### config.mk
export PLATFORM = sky130hd
export DESIGN_NAME = ecc_scrub_dp
export DESIGN_NICKNAME = d
export VERILOG_FILES = /design/src/rtl/ecc_scrub_pkg.sv /design/src/rtl/ecc_enc.sv /design/src/rtl/ecc_dec.sv /design/src/rtl/ecc_merge.sv /design/src/rtl/ecc_scrub_dp.sv
export SDC_FILE = /design/constraint.sdc
export NUM_CORES = 1
export LEC_CHECK = 0
export ABC_AREA = 1
export CORE_AREA = 2 2 187 189
export CTS_CLUSTER_DIAMETER = 50
export DETAILED_ROUTE_END_ITERATION = 7
export DIE_AREA = 0 0 189 191
export GPL_ROUTABILITY_DRIVEN = 0
export PLACE_DENSITY = 0.83
export SYNTH_ARGS = -nofsm -noshare
export SYNTH_HDL_FRONTEND = slang
export SYNTH_SLANG_ARGS = --single-unit
### constraint.sdc
create_clock -name clk -period 7.2 [get_ports clk]
set_input_delay 1.08 -clock clk [delete_from_list [all_inputs] [get_ports clk]]
set_output_delay 1.08 -clock clk [all_outputs]
set_load 0.05 [all_outputs]
### src/rtl/ecc_scrub_pkg.sv
package ecc_scrub_pkg;

    localparam int DATA_W  = 64;
    localparam int CHK_W   = 8;
    localparam int CODE_W  = DATA_W + CHK_W;
    localparam int SYN_W   = CHK_W - 1;
    localparam int BYTES_W = DATA_W / 8;
    localparam int STRB_W  = CODE_W / 8;
    localparam int TOP_POS = CODE_W - 1;

    typedef enum logic [1:0] {
        MODE_OFF     = 2'b00,
        MODE_DETECT  = 2'b01,
        MODE_CORRECT = 2'b10,
        MODE_SCRUB   = 2'b11
    } integ_mode_e;

    typedef enum logic [1:0] {
        ST_IDLE,
        ST_READ,
        ST_CHECK,
        ST_WRITE
    } dp_state_e;

    function automatic bit is_pow2(int v);
        return (v & (v - 1)) == 0;
    endfunction

    // Code position (1..TOP_POS) of data bit j: j-th non-power-of-two slot.
    function automatic int data_pos(int j);
        int cnt;
        cnt = 0;
        for (int p = 1; p <= TOP_POS; p++) begin
            if (!is_pow2(p)) begin
                if (cnt == j) return p;
                cnt++;
            end
        end
        return 0;
    endfunction

    // Data bits that feed check bit i.
    function automatic logic [DATA_W-1:0] chk_mask(int i);
        logic [DATA_W-1:0] m;
        int cnt;
        m   = '0;
        cnt = 0;
        for (int p = 1; p <= TOP_POS; p++) begin
            if (!is_pow2(p)) begin
                m[cnt] = ((p >> i) & 1) != 0;
                cnt++;
            end
        end
        return m;
    endfunction

endpackage

### src/rtl/ecc_enc.sv
module ecc_enc
    import ecc_scrub_pkg::*;
(
    input  logic [DATA_W-1:0] data,
    output logic [CHK_W-1:0]  chk
);
    logic [SYN_W-1:0] ham;

    for (genvar i = 0; i < SYN_W; i++) begin : g_col
        localparam logic [DATA_W-1:0] MSK = chk_mask(i);
        assign ham[i] = ^(data & MSK);
    end

    assign chk = {^{data, ham}, ham};
endmodule

### src/rtl/ecc_dec.sv
module ecc_dec
    import ecc_scrub_pkg::*;
(
    input  logic [CODE_W-1:0] code,
    output logic [DATA_W-1:0] data_fix,
    output logic              ce,
    output logic              ue
);
    logic [CHK_W-1:0]  calc;
    logic [SYN_W-1:0]  syn;
    logic              par;
    logic [DATA_W-1:0] hit;
    logic              syn_single;

    ecc_enc u_enc (
        .data (code[DATA_W-1:0]),
        .chk  (calc)
    );

    assign syn = calc[SYN_W-1:0] ^ code[DATA_W +: SYN_W];
    assign par = ^code;

    for (genvar j = 0; j < DATA_W; j++) begin : g_hit
        localparam int P = data_pos(j);
        assign hit[j] = (syn == SYN_W'(P));
    end

    assign syn_single = (syn & (syn - 1'b1)) == '0;

    always_comb begin
        ce       = 1'b0;
        ue       = 1'b0;
        data_fix = code[DATA_W-1:0];
        if (par) begin
            if (syn_single) begin
                ce = 1'b1;                  // flip in a check bit
            end else if (|hit) begin
                ce       = 1'b1;
                data_fix = code[DATA_W-1:0] ^ hit;
            end else begin
                ue = 1'b1;                  // syndrome points outside the word
            end
        end else if (syn != '0) begin
            ue = 1'b1;
        end
    end
endmodule

### src/rtl/ecc_merge.sv
module ecc_merge
    import ecc_scrub_pkg::*;
(
    input  logic [DATA_W-1:0]  old_data,
    input  logic [DATA_W-1:0]  new_data,
    input  logic [BYTES_W-1:0] be,
    output logic [DATA_W-1:0]  merged
);
    for (genvar b = 0; b < BYTES_W; b++) begin : g_byte
        assign merged[b*8 +: 8] = be[b] ? new_data[b*8 +: 8] : old_data[b*8 +: 8];
    end
endmodule

### src/rtl/ecc_scrub_dp.sv
module ecc_scrub_dp
    import ecc_scrub_pkg::*;
#(
    parameter int AW   = 10,
    parameter int ROWS = 8,
    localparam int RB  = $clog2(ROWS)
) (
    input  logic                clk,
    input  logic                rst,
    input  logic                req,
    input  logic                we,
    input  logic [AW-1:0]       addr,
    input  logic [DATA_W-1:0]   wdata,
    input  logic [BYTES_W-1:0]  be,
    input  logic [1:0]          mode,
    input  logic [ROWS-1:0]     row_noecc,
    output logic                busy,
    output logic                rvalid,
    output logic [DATA_W-1:0]   rdata,
    output logic                ce_pulse,
    output logic                ue_pulse,
    output logic [AW-1:0]       err_addr,
    output logic [RB-1:0]       err_row,
    output logic                mem_en,
    output logic                mem_we,
    output logic [AW-1:0]       mem_addr,
    output logic [STRB_W-1:0]   mem_wstrb,
    output logic [CODE_W-1:0]   mem_wdata,
    input  logic [CODE_W-1:0]   mem_rdata
);
    dp_state_e          state_q;
    logic               c_we;
    logic [AW-1:0]      c_addr;
    logic [DATA_W-1:0]  c_data;
    logic [BYTES_W-1:0] c_be;
    integ_mode_e        c_mode;
    logic [DATA_W-1:0]  wr_data_q;
    logic [STRB_W-1:0]  wr_strb_q;
    logic               rvalid_q, ce_q, ue_q;
    logic [DATA_W-1:0]  rdata_q;
    logic [AW-1:0]      err_addr_q;
    logic [RB-1:0]      err_row_q;

    logic [RB-1:0]      row_sel;
    integ_mode_e        eff_mode;
    logic               full_be;
    logic [CHK_W-1:0]   wr_chk;
    logic [DATA_W-1:0]  dec_data, old_data, merged;
    logic               dec_ce, dec_ue, ce_hit, ue_hit;

    assign row_sel  = addr[AW-1 -: RB];
    assign eff_mode = row_noecc[row_sel] ? MODE_OFF : integ_mode_e'(mode);
    assign full_be  = &be;

    ecc_enc u_enc (
        .data (wr_data_q),
        .chk  (wr_chk)
    );

    ecc_dec u_dec (
        .code     (mem_rdata),
        .data_fix (dec_data),
        .ce       (dec_ce),
        .ue       (dec_ue)
    );

    assign ce_hit   = (c_mode != MODE_OFF) && dec_ce;
    assign ue_hit   = (c_mode != MODE_OFF) && dec_ue;
    assign old_data = (c_mode == MODE_CORRECT || c_mode == MODE_SCRUB)
                      ? dec_data : mem_rdata[DATA_W-1:0];

    ecc_merge u_merge (
        .old_data (old_data),
        .new_data (c_data),
        .be       (c_be),
        .merged   (merged)
    );

    always_ff @(posedge clk) begin
        if (rst) begin
            state_q    <= ST_IDLE;
            c_we       <= 1'b0;
            c_addr     <= '0;
            c_data     <= '0;
            c_be       <= '0;
            c_mode     <= MODE_OFF;
            wr_data_q  <= '0;
            wr_strb_q  <= '0;
            rvalid_q   <= 1'b0;
            rdata_q    <= '0;
            ce_q       <= 1'b0;
            ue_q       <= 1'b0;
            err_addr_q <= '0;
            err_row_q  <= '0;
        end else begin
            rvalid_q <= 1'b0;
            ce_q     <= 1'b0;
            ue_q     <= 1'b0;
            case (state_q)
                ST_IDLE: begin
                    if (req) begin
                        c_we   <= we;
                        c_addr <= addr;
                        c_data <= wdata;
                        c_be   <= be;
                        c_mode <= eff_mode;
                        if (we && (full_be || eff_mode == MODE_OFF)) begin
                            wr_data_q <= wdata;
                            wr_strb_q <= full_be ? '1 : {1'b0, be};
                            state_q   <= ST_WRITE;
                        end else begin
                            state_q <= ST_READ;
                        end
                    end
                end
                ST_READ: state_q <= ST_CHECK;
                ST_CHECK: begin
                    if (!c_we) begin
                        rvalid_q <= 1'b1;
                        rdata_q  <= old_data;
                    end
                    ce_q <= ce_hit;
                    ue_q <= ue_hit;
                    if (ce_hit || ue_hit) begin
                        err_addr_q <= c_addr;
                        err_row_q  <= c_addr[AW-1 -: RB];
                    end
                    if (c_we) begin
                        wr_data_q <= merged;
                        wr_strb_q <= '1;
                        state_q   <= ST_WRITE;
                    end else if (c_mode == MODE_SCRUB && ce_hit) begin
                        wr_data_q <= dec_data;
                        wr_strb_q <= '1;
                        state_q   <= ST_WRITE;
                    end else begin
                        state_q <= ST_IDLE;
                    end
                end
                ST_WRITE: state_q <= ST_IDLE;
                default:  state_q <= ST_IDLE;
            endcase
        end
    end

    assign busy      = (state_q != ST_IDLE);
    assign rvalid    = rvalid_q;
    assign rdata     = rdata_q;
    assign ce_pulse  = ce_q;
    assign ue_pulse  = ue_q;
    assign err_addr  = err_addr_q;
    assign err_row   = err_row_q;
    assign mem_en    = (state_q == ST_READ) || (state_q == ST_WRITE);
    assign mem_we    = (state_q == ST_WRITE);
    assign mem_addr  = c_addr;
    assign mem_wstrb = wr_strb_q;
    assign mem_wdata = {wr_chk, wr_data_q};

    AST_CHK_BYTE_FULL: assert property (@(posedge clk) disable iff (rst)
        (mem_we && mem_wstrb[STRB_W-1]) |-> (&mem_wstrb[BYTES_W-1:0]));
    AST_PARTIAL_READS_FIRST: assert property (@(posedge clk) disable iff (rst)
        (state_q == ST_IDLE && req && we && !full_be && eff_mode != MODE_OFF)
        |=> (state_q == ST_READ));
    AST_MERGE_FULL_WRITE: assert property (@(posedge clk) disable iff (rst)
        (state_q == ST_CHECK && c_we) |=> (mem_we && (&mem_wstrb)));
    AST_OFF_DIRECT_WRITE: assert property (@(posedge clk) disable iff (rst)
        (state_q == ST_IDLE && req && we && eff_mode == MODE_OFF)
        |=> (state_q == ST_WRITE));
    AST_WB_ONLY_SCRUB: assert property (@(posedge clk) disable iff (rst)
        (state_q == ST_CHECK && !c_we)
        |=> (state_q != ST_WRITE || c_mode == MODE_SCRUB));
    AST_FLAGS_EXCLUSIVE: assert property (@(posedge clk) disable iff (rst)
        !(ce_q && ue_q));
    AST_OFF_QUIET: assert property (@(posedge clk) disable iff (rst)
        (state_q == ST_CHECK && c_mode == MODE_OFF) |=> (!ce_q && !ue_q));
    AST_ERR_ADDR_HOLD: assert property (@(posedge clk) disable iff (rst)
        1'b1 |=> (ce_q || ue_q || $stable(err_addr_q)));
endmodule

### Word-level counts from Yosys, hierarchy flattened

Index checks and enable logic that the tools add are counted.

* mux-type cells: 39
* equality and inequality tests: 72
* add/sub/neg operators: 1
* $lt $le $gt $ge: 1
* bitwise gates (word level): 5
* reductions and logical operators: 38

Operators by type and width (count)
* 64-bit XOR reduction: 14
* 64-bit two-way mux: 8
* 7-bit by 6-bit equality test with 1-bit output (second input constant): 31
* 64-bit one-hot mux with 2 select lines: 1
* 7-bit by 5-bit equality test with 1-bit output (second input constant): 15
* 72-bit XOR reduction: 1
* 71-bit XOR reduction: 1
* 8-bit two-way mux: 8
* 64-bit OR reduction: 1
* 64-bit bitwise XOR: 1
* 7-bit by 4-bit equality test with 1-bit output (second input constant): 7
* 7-bit equality test (second input constant): 7
* 9-bit two-way mux: 5
* 7-bit by 3-bit equality test with 1-bit output (second input constant): 3
* 9-bit one-hot mux with 2 select lines: 1
* 2-bit two-way mux: 5
* 1-bit two-way mux: 9
* 2-bit equality test (second input constant): 4
* 2-bit one-hot mux with 4 select lines: 1
* 8-bit AND reduction: 1
* 7-bit AND: 1
* 7-bit by 2-bit equality test with 1-bit output (second input constant): 1
* 7-bit logical NOT: 1
* 7-bit nonzero test: 1
* other kinds (15): 28

* word-level logic and storage cells: 170
* output and inout bits: 174
* flip-flop bits (word level): 240
* input bits: 168

### Longest topological paths before layout

Gate-level depths: netlist of the first run.

* depth in word-level cells: 12
* gate-level depth with buffers: 32

### Modules after synthesis

Synthesis of the first run repeated with hierarchy kept, for this count alone.

* cell total of the unflattened synthesis: 4235
* area, all modules: 22674.2 um2

By module, submodules not included
* ecc_scrub_dp: area each 10892.9 um2, cells an instance 1679, times used 1
* ecc_enc: area each 3509.6 um2, cells an instance 747, times used 2
* ecc_dec: area each 3921.3 um2, cells an instance 854, times used 1
* ecc_merge: area each 840.8 um2, cells an instance 208, times used 1

### Worst setup path before layout of the first run

No wires, ideal clock.

* kind: register -> output
* start: reg wr_data_q[56]
* end: out mem_wdata[71]
* data required time: 6.120 ns
* slack: 2.140 ns
* stages on the path, launching flop included: 12
* arrival: 3.980 ns
* path buffers: 1
* cells stage by stage: dfxtp_1 -> clkbuf_1 -> xnor2_1 -> xor2_1 -> xor2_1 -> xor2_1 -> xor2_1 -> xnor2_1 -> xnor2_1 -> xnor2_1 -> xor2_1 -> xor2_1

* longest elaborated chain between the ends: 2
* elaborated cells on any way between the ends: 7
* classes of those cells: reduce/logical (7)

Ends and longest elaborated chain
* from (decl): RTL line ecc_scrub_dp.sv:37 `logic [DATA_W-1:0] wr_data_q;`
* from (signal assigned): RTL line ecc_scrub_dp.sv:108 `wr_data_q <= wdata;`
* from (signal assigned): RTL line ecc_scrub_dp.sv:129 `wr_data_q <= merged;`
* from (signal assigned): RTL line ecc_scrub_dp.sv:133 `wr_data_q <= dec_data;`
* 64-bit XOR reduction: RTL line ecc_enc.sv:11 `assign ham[i] = ^(data & MSK);`
* via mem_wdata[65]: RTL line ecc_scrub_dp.sv:28 `output logic [CODE_W-1:0] mem_wdata,`
* 71-bit XOR reduction: RTL line ecc_enc.sv:14 `assign chk = {^{data, ham}, ham};`
* to (decl): RTL line ecc_scrub_dp.sv:28

The timed path passes the listed nets, and every way through them passes these cells.

### Final worst setup path of the first run

* start: in mem_rdata[40]
* end: reg wr_data_q[41]

* longest elaborated chain between the ends: 11
* elaborated cells on any way between the ends: 91
* classes of those cells: add/sub (1); eq/ne (65); mux (11); bitwise (3); reduce/logical (11)

Ends and longest elaborated chain
* from (decl): RTL line ecc_scrub_dp.sv:29 `input logic [CODE_W-1:0] mem_rdata`
* 64-bit XOR reduction: RTL line ecc_enc.sv:11
* 7-bit bitwise XOR: RTL line ecc_dec.sv:20 `assign syn = calc[SYN_W-1:0] ^ code[DATA_W +: SYN_W];`
* 7-bit by 1-bit subtractor with 7-bit output, or another cell as far along: RTL line ecc_dec.sv:28 `assign syn_single = (syn & (syn - 1'b1)) == '0;`
* 7-bit AND, or another cell as far along: RTL line ecc_dec.sv:28
* 7-bit logical NOT, or another cell as far along: RTL line ecc_dec.sv:28
* 64-bit two-way mux / 1-bit two-way mux (equally long branches): RTL line ecc_dec.sv:35 `if (syn_single) begin`
* 64-bit two-way mux / 1-bit two-way mux (equally long branches): RTL line ecc_dec.sv:34 `if (par) begin`
* 64-bit two-way mux / 1-bit logical AND (equally long branches): RTL line ecc_scrub_dp.sv:70, ecc_scrub_dp.sv:67
* 8-bit two-way mux / 1-bit logical AND (equally long branches): RTL line ecc_merge.sv:10, ecc_scrub_dp.sv:132
* 64-bit two-way mux / 3-bit inequality test (equally long branches)
* 64-bit one-hot mux with 2 select lines / 4-bit AND reduction (equally long branches)

Several ways; a longest one is shown, not always the timed one. The select of a mux whose other input is x is not followed.
A chain may end at the register's enable or synchronous reset.

==> summary.md, run 1 <==
| Metric | Value |
|---|---|
| Starting Density | 54.6% |
| Critical path capture point type | flip-flop |
| WP buf/inv | 5 |
| Htree depth | 1 |
| ANT cells | 0 |
| WP data arrival | 5.86 ns |
| Layout area overhead | 23.5% |
| # setup viols final | 0 |
| Vias in the first global route | 21000 |
| Slew HR | 38.1% |
| Routed Antenna Nets | 0 |
| Post-CTS sizing | 0 |
| Crit. Startpoint | mem_rdata[40] |
| IO Port Bufs | 341 |
| Worst-path cell with the longest stage delay | clkdlybuf4s50_1 |
| CTS Buf Count | 28 |
| Clock slew at reported path FFs | 0.06 ns |
| Syn. warnings | 0 |
| Crit path kind | input port to flip-flop |
| Filler instances | 3051 |
| Area leader, netlist | dfxtp_1 |
| CTS root buf | clkbuf_16 |
| Max incr delay on CP | 0.90 ns |
| Final wirelength | 72300 um |
| Hold/Removal Path Class | flip-flop to flip-flop |
| Die Ht | 191 um |
| Start of the worst register-to-register path | state_q[0] |
| 1st-iter DRT viols | 2856 |
| Clk sinks | 237 |
| Critical path launch point type | input port |
| Most frequent CP cell | nand2_1 |
| Post-CTS Setup Inserts | 0 |
| Hold Fails Final Rpt | 0 |
| Net count after synthesis | 3322 |
| HPWL after DPL | 52900 um |
| Multi-input logic area | 12000 sq um |
| Final std cells w/o fill | 3834 |
| FF+latch count, synth | 237 |
| Yosys cell types | 38 |
| CTS tree | built |
| Cells on worst reg2reg path | 12 |
| Worst slack, placed | 1.58 ns |
| 1st-pass router iterations | 7 |
| Latest clock arrival within the worst-skew pair | 0.56 ns |
| Setup ws final | 1.81 ns |
| Clock buffer depth | 3 |
| Status | finished, final reports clean |
| Layout cells sized above 1 | 3.97% |
| Wire per inst | 18.9 um |
| Drt drc | 0 |
| Peak VDD IR | 0.479 mV |
| Sequential share of the synthesized area | 25.5% |
| Total gr overflow | 0 |
| Syn Inst Count | 3154 |
| First-pass GRT wire length | 110000 um |
| Yosys top cell area share | 25.5% |
| Placed insts | 3782 |
| Maximum capacitance violations | 0 |
| Setup TNS | 0 ns |
| R2R Setup Slk | 3.27 ns |
| Core area | 34100 sq um |
| R2r endpoint | rdata[36] |
| CP endpoint | wr_data_q[41] |
| CP Data Required Time | 7.67 ns |
| Pin count of the biggest net entering global routing | 93 |
| P per Cell Area | 286 nW/um^2 |
| I/O pin total | 342 |
| Number of cells on the critical path | 27 |
| CP top delay family | simple AND/OR/NAND/NOR gates |
| Syn Area/Cell | 5.90 sq um |
| Final period utilization | 74.8% |
| Leak | 0.0107 uW |
| Layout net count | 3525 |
| Finished Core Util | 67.4% |
| Top post-synthesis cells by area | dfxtp_1 (25%), nand2_1 (22%), nand3_1 (8.5%) |
| RSZ-0062 raised after global routing | no |
| Worst-Margin Slew | 0.928 ns |
| Tot GR Track Use | 38.4% |
| Tmin final | 5.39 ns |
| Die area | 36100 sq um |
| Clock Skew | 0.0157 ns |
| Hold Buf Count CTS | 0 |
| Crit-path max FO | 68 |
| Mapped Area | 18600 sq um |
| DR vias | 22700 |
| Vias/cell | 5.92 |
| Die width | 189 um |
| Power after layout | 6560 uW |
| Rows | 68 |
| Initial antenna violation count | 0 |
| Max-slew violations | 0 |
| Sequential cell area | 4750 sq um |
| Peak Freq | 186 MHz |
[report_power, final]
group,internal [uW],total [uW],switching (uW)
Sequential,1420,1530,103
Combinational,1110,3470,2360
Clock,951,1560,613
[worst min-delay path by stage]
stage                start     endpoint  cells after the start
2_1_floorplan   c_data[33]   c_data[33]                      2
3_3_place_gp   err_addr[1]  err_addr[1]                      2
3_5_place_dp   err_addr[5]  err_addr[5]                      2
4_1_cts        err_addr[5]  err_addr[5]                      2
5_1_grt         c_data[24]   c_data[24]                      2
6_report       err_addr[5]  err_addr[5]                      2
[kinds of logic after synthesis]
group	after synthesis	synth area share [%]
buf+inv	484	10.3
compound gates	459	13.6
flops	237	25.5
xor+xnor	246	11.6
mux	1	0.0538
simple gates	1727	39.0
[cell type report]
cell class / instances / area share [%]
clock buffers: 36 / 3.54
clock inverters: 16 / 0.926
inverters: 301 / 4.93
multi-input cells: 2433 / 52.1
flip-flops and latches: 237 / 20.7
well taps: 455 / 2.48
repair buffers: 356 / 15.3
[layer usage]
layer / vias to the layer above / track usage, % / wire (um)
li1: 10500 / - / -
met1: 10200 / 45.2 / 25900
met2: 1599 / 63.4 / 32400
met3: 377 / 8.59 / 8590
met4: 0 / 24.4 / 5450
met5: - / 0 / 0
[synthesized netlist by cell type, drive strengths merged]
library cell and count:
o32ai 1, xnor2 135, o2111ai 1, o21bai 52
clkinv 9, a211oi 2, a21oi 189, nor2 177
o221ai 1, nand3b 5, o211ai 29, o21ai 182
nand2 1120, dfxtp 237, nand3 320, nor3 11
buf 59, nor4 1, or2 3, a31o 2
clkbuf 124, nand4 90, xor2 111, inv 292
mux2i 1
[registers in the layout, indices dropped and copies added, names as in the netlist, 2 cells and up]
signal and count:
c_mode 2, state_q 2, mem_wstrb 9, c_be 8, c_data 64, mem_addr 10, err_addr 10, wr_data_q 64
rdata 64
[layout by cell type, fill, tap and decap left out, drive strengths merged]
cell	n
a211oi	2
nand2	1120
a21oi	189
nand4	90
nor4	1
o2111ai	1
nor2	177
o221ai	1
clkdlybuf4s50	340
o21bai	52
buf	16
o211ai	29
inv	298
nor3	11
nand3b	5
or2	3
clkbuf	36
dfxtp	237
o32ai	1
o21ai	182
xnor2	135
mux2i	1
clkinvlp	1
nand3	320
clkinv	14
xor2	111
bufinv	4
a31o	2
[stage by stage]
stage / area [sq um] / hold WS (ns)
floorplan: 18600 / 0.423
global placement: 22000 / 0.434
detailed placement: 22000 / 0.440
CTS: 23000 / 0.450
global route: 23000 / 0.467
finish: 23000 / 0.449
[worst reg2reg max path, stage by stage, from the launching register on]
cell and delay (ns):
dfxtp_1 0.38, inv_1 0.08, nand2_2 0.05, buf_4 0.62, inv_2 0.59, buf_4 0.43, nand2_2 0.10, buf_4 0.68
nor2_4 0.04, buf_4 0.34, a21oi_1 0.27, o21bai_1 0.16, inv_1 0.06
(Power assumes the default switching activity.)
==> run 2, diff against run 1 <==
--- a/config.mk
+++ b/config.mk
@@ -6,12 +6,12 @@
 export NUM_CORES = 1
 export LEC_CHECK = 0
 export ABC_AREA = 1
-export CORE_AREA = 2 2 187 189
+export CORE_AREA = 2 2 198 200
 export CTS_CLUSTER_DIAMETER = 50
 export DETAILED_ROUTE_END_ITERATION = 7
-export DIE_AREA = 0 0 189 191
+export DIE_AREA = 0 0 200 202
 export GPL_ROUTABILITY_DRIVEN = 0
-export PLACE_DENSITY = 0.83
+export PLACE_DENSITY = 0.78
 export SYNTH_ARGS = -nofsm -noshare
 export SYNTH_HDL_FRONTEND = slang
 export SYNTH_SLANG_ARGS = --single-unit
==> constraint.sdc (replaced) <==
create_clock -name clk -period 4.6 [get_ports clk]
set_input_delay 0.69 -clock clk [delete_from_list [all_inputs] [get_ports clk]]
set_output_delay 0.69 -clock clk [all_outputs]
set_load 0.05 [all_outputs]
==> run 2 against run 1 <==
The run now ends with design-rule violations left. Critical path type unchanged. Register-to-register slack lost 1.5 ns. Wire length grew 0.80%. Die area grew 12%.
==> summary.md, run 2 (same netlist as run 1, synthesis figures left out) <==
| Metric | Value |
|---|---|
| Pin count of the biggest net entering global routing | 101 |
| Status | finished with violations |
| Clk sinks | 237 |
| Leak | 0.0109 uW |
| Final wirelength | 72900 um |
| Worst-Margin Slew | 0.912 ns |
| Failing checks | design-rule violations |
| Vias in the first global route | 20600 |
| Hold Fails Final Rpt | 0 |
| Hold Startpoint | err_addr[5] |
| Max incr delay on CP | 0.69 ns |
| Clock Skew | 0.0205 ns |
| Cells on worst reg2reg path | 9 |
| Tot GR Track Use | 34.6% |
| Slew HR | 38.8% |
| Vias/cell | 5.72 |
| Finished Core Util | 61.0% |
| R2r endpoint | rdata[16] |
| Peak VDD IR | 1.36 mV |
| Maximum capacitance violations | 0 |
| Max-slew violations | 0 |
| 1st-iter DRT viols | 2778 |
| Initial antenna violation count | 4 |
| Crit path kind | input port to flip-flop |
| Routed Antenna Nets | 0 |
| Peak Freq | 232 MHz |
| Critical path capture point type | flip-flop |
| Crit-path max FO | 18 |
| Starting Density | 48.6% |
| Start of the worst register-to-register path | state_q[0] |
| R2R Setup Slk | 1.81 ns |
| Die width | 200 um |
| Worst Hold Depth | 2 |
| Tmin final | 4.31 ns |
| Rows | 72 |
| IO Port Bufs | 341 |
| CTS tree | built |
| Most common cell after layout, fill and taps aside | nand2_1 |
| Latest clock arrival within the worst-skew pair | 0.57 ns |
| Final period utilization | 93.7% |
| Hold Buf Count CTS | 0 |
| Worst-path cell with the longest stage delay | clkdlybuf4s50_1 |
| CTS root buf | clkbuf_16 |
| Hold endpoint | err_addr[5] |
| 1st-pass router iterations | 8 |
| First-pass GRT wire length | 110000 um |
| WP data arrival | 4.72 ns |
| DR vias | 22500 |
| Total gr overflow | 0 |
| # setup viols final | 0 |
| Core area | 38300 sq um |
| Hold/Removal Path Class | flip-flop to flip-flop |
| Most frequent cells in the layout | nand2_1 (1105), clkdlybuf4s50_1 (339), nand3_1 (316), inv_1 (260), dfxtp_1 (235) |
| HPWL after DPL | 55600 um |
| Critical path launch point type | input port |
| P per Cell Area | 457 nW/um^2 |
| Post-CTS Setup Inserts | 0 |
| Wire per inst | 18.5 um |
| Most frequent CP cell | nand2_1 |
| Clock slew at reported path FFs | 0.06 ns |
| Layout cells sized above 1 | 4.90% |
| Drt drc | 1 |
| RSZ-0062 raised after global routing | no |
| Die Ht | 202 um |
| Layout net count | 3557 |
| Setup TNS | 0 ns |
| I/O pin total | 342 |
| CTS Buf Count | 28 |
| Layout area overhead | 25.4% |
| Clock buffer depth | 3 |
| Post-CTS sizing | 0 |
| CP Data Required Time | 5.01 ns |
| Die area | 40400 sq um |
| Htree depth | 1 |
run 2: cell types whose count changed in the layout (fill, tap and decap cells not counted):
cell and delta:
buf_4 +30, clkbuf_8 +1, clkdlybuf4s50_1 -1, buf_12 +3, clkbuf_16 -2, clkinv_4 +1
inv_8 -2, clkinv_2 -1, diode_2 +3, xnor2_1 -2, clkinv_16 +1, xnor2_2 +2
clkbuf_1 +1
run 2: metrics by stage:
stage / area, sq um / total power, uW / setup slack (ns) / std cells / hold slack (ns)
floorplan: 18600 / 6070 / 0.00147 / 3154 / 0.423
global placement: 22300 / 8120 / 0.109 / 3877 / 0.434
detailed placement: 22300 / 8210 / 0.00334 / 3877 / 0.439
CTS: 23300 / 10600 / 0.394 / 3928 / 0.448
global route: 23300 / 11200 / 0.0336 / 3931 / 0.470
finish: 23300 / 10700 / 0.291 / 3931 / 0.449
run 2: worst max-delay path: cells and delay by family:
family                    cells  cell delay [ns]
and+or+nand+nor              20             2.47
AOI/OAI and AO/OA             1             0.06
xor gates and xnor gates      1             0.54
buffers and inverters         4             0.95
run 2: how the worst max path moves through the flow:
stage,from,endpoint,slack (ns),depth (start not counted)
6_report,mem_rdata[53],wr_data_q[18],0.29,26
5_1_grt,mem_rdata[52],wr_data_q[18],0.03,26
4_1_cts,wr_data_q[55],mem_wdata[71],0.39,11
3_5_place_dp,mem_rdata[52],wr_data_q[50],0.003,26
3_3_place_gp,mem_rdata[52],wr_data_q[21],0.11,25
2_1_floorplan,wr_data_q[31],mem_wdata[71],0.001,10
run 2: layout make-up:
class                           count  area (sq um)
Tap cell                          518           648
Inverter                          301          1130
Antenna cell                        3          7.51
Timing Repair Buffer              388          3800
Clock inverter                     15           224
Clock buffer                       36           781
Multi-Input combinational cell   2433         12000
Sequential cell                   237          4750
Fill cell                        3588         15000
run 2: layer usage:
metal  wire (um)  share of wire (%)  GRT usage, %
met5           0                  0             0
met4        4780                6.6          18.8
met3        7960                 11          6.69
met2       33400                 46          57.6
met1       26700                 37          41.8
run 2: power breakdown:
| group | switching [uW] | total [uW] | leakage [uW] | internal [uW] |
|---|---|---|---|---|
| clock | 943 | 2380 | 0.000492 | 1440 |
| combinational | 3980 | 5890 | 0.00843 | 1900 |
| sequential | 175 | 2410 | 0.00194 | 2230 |
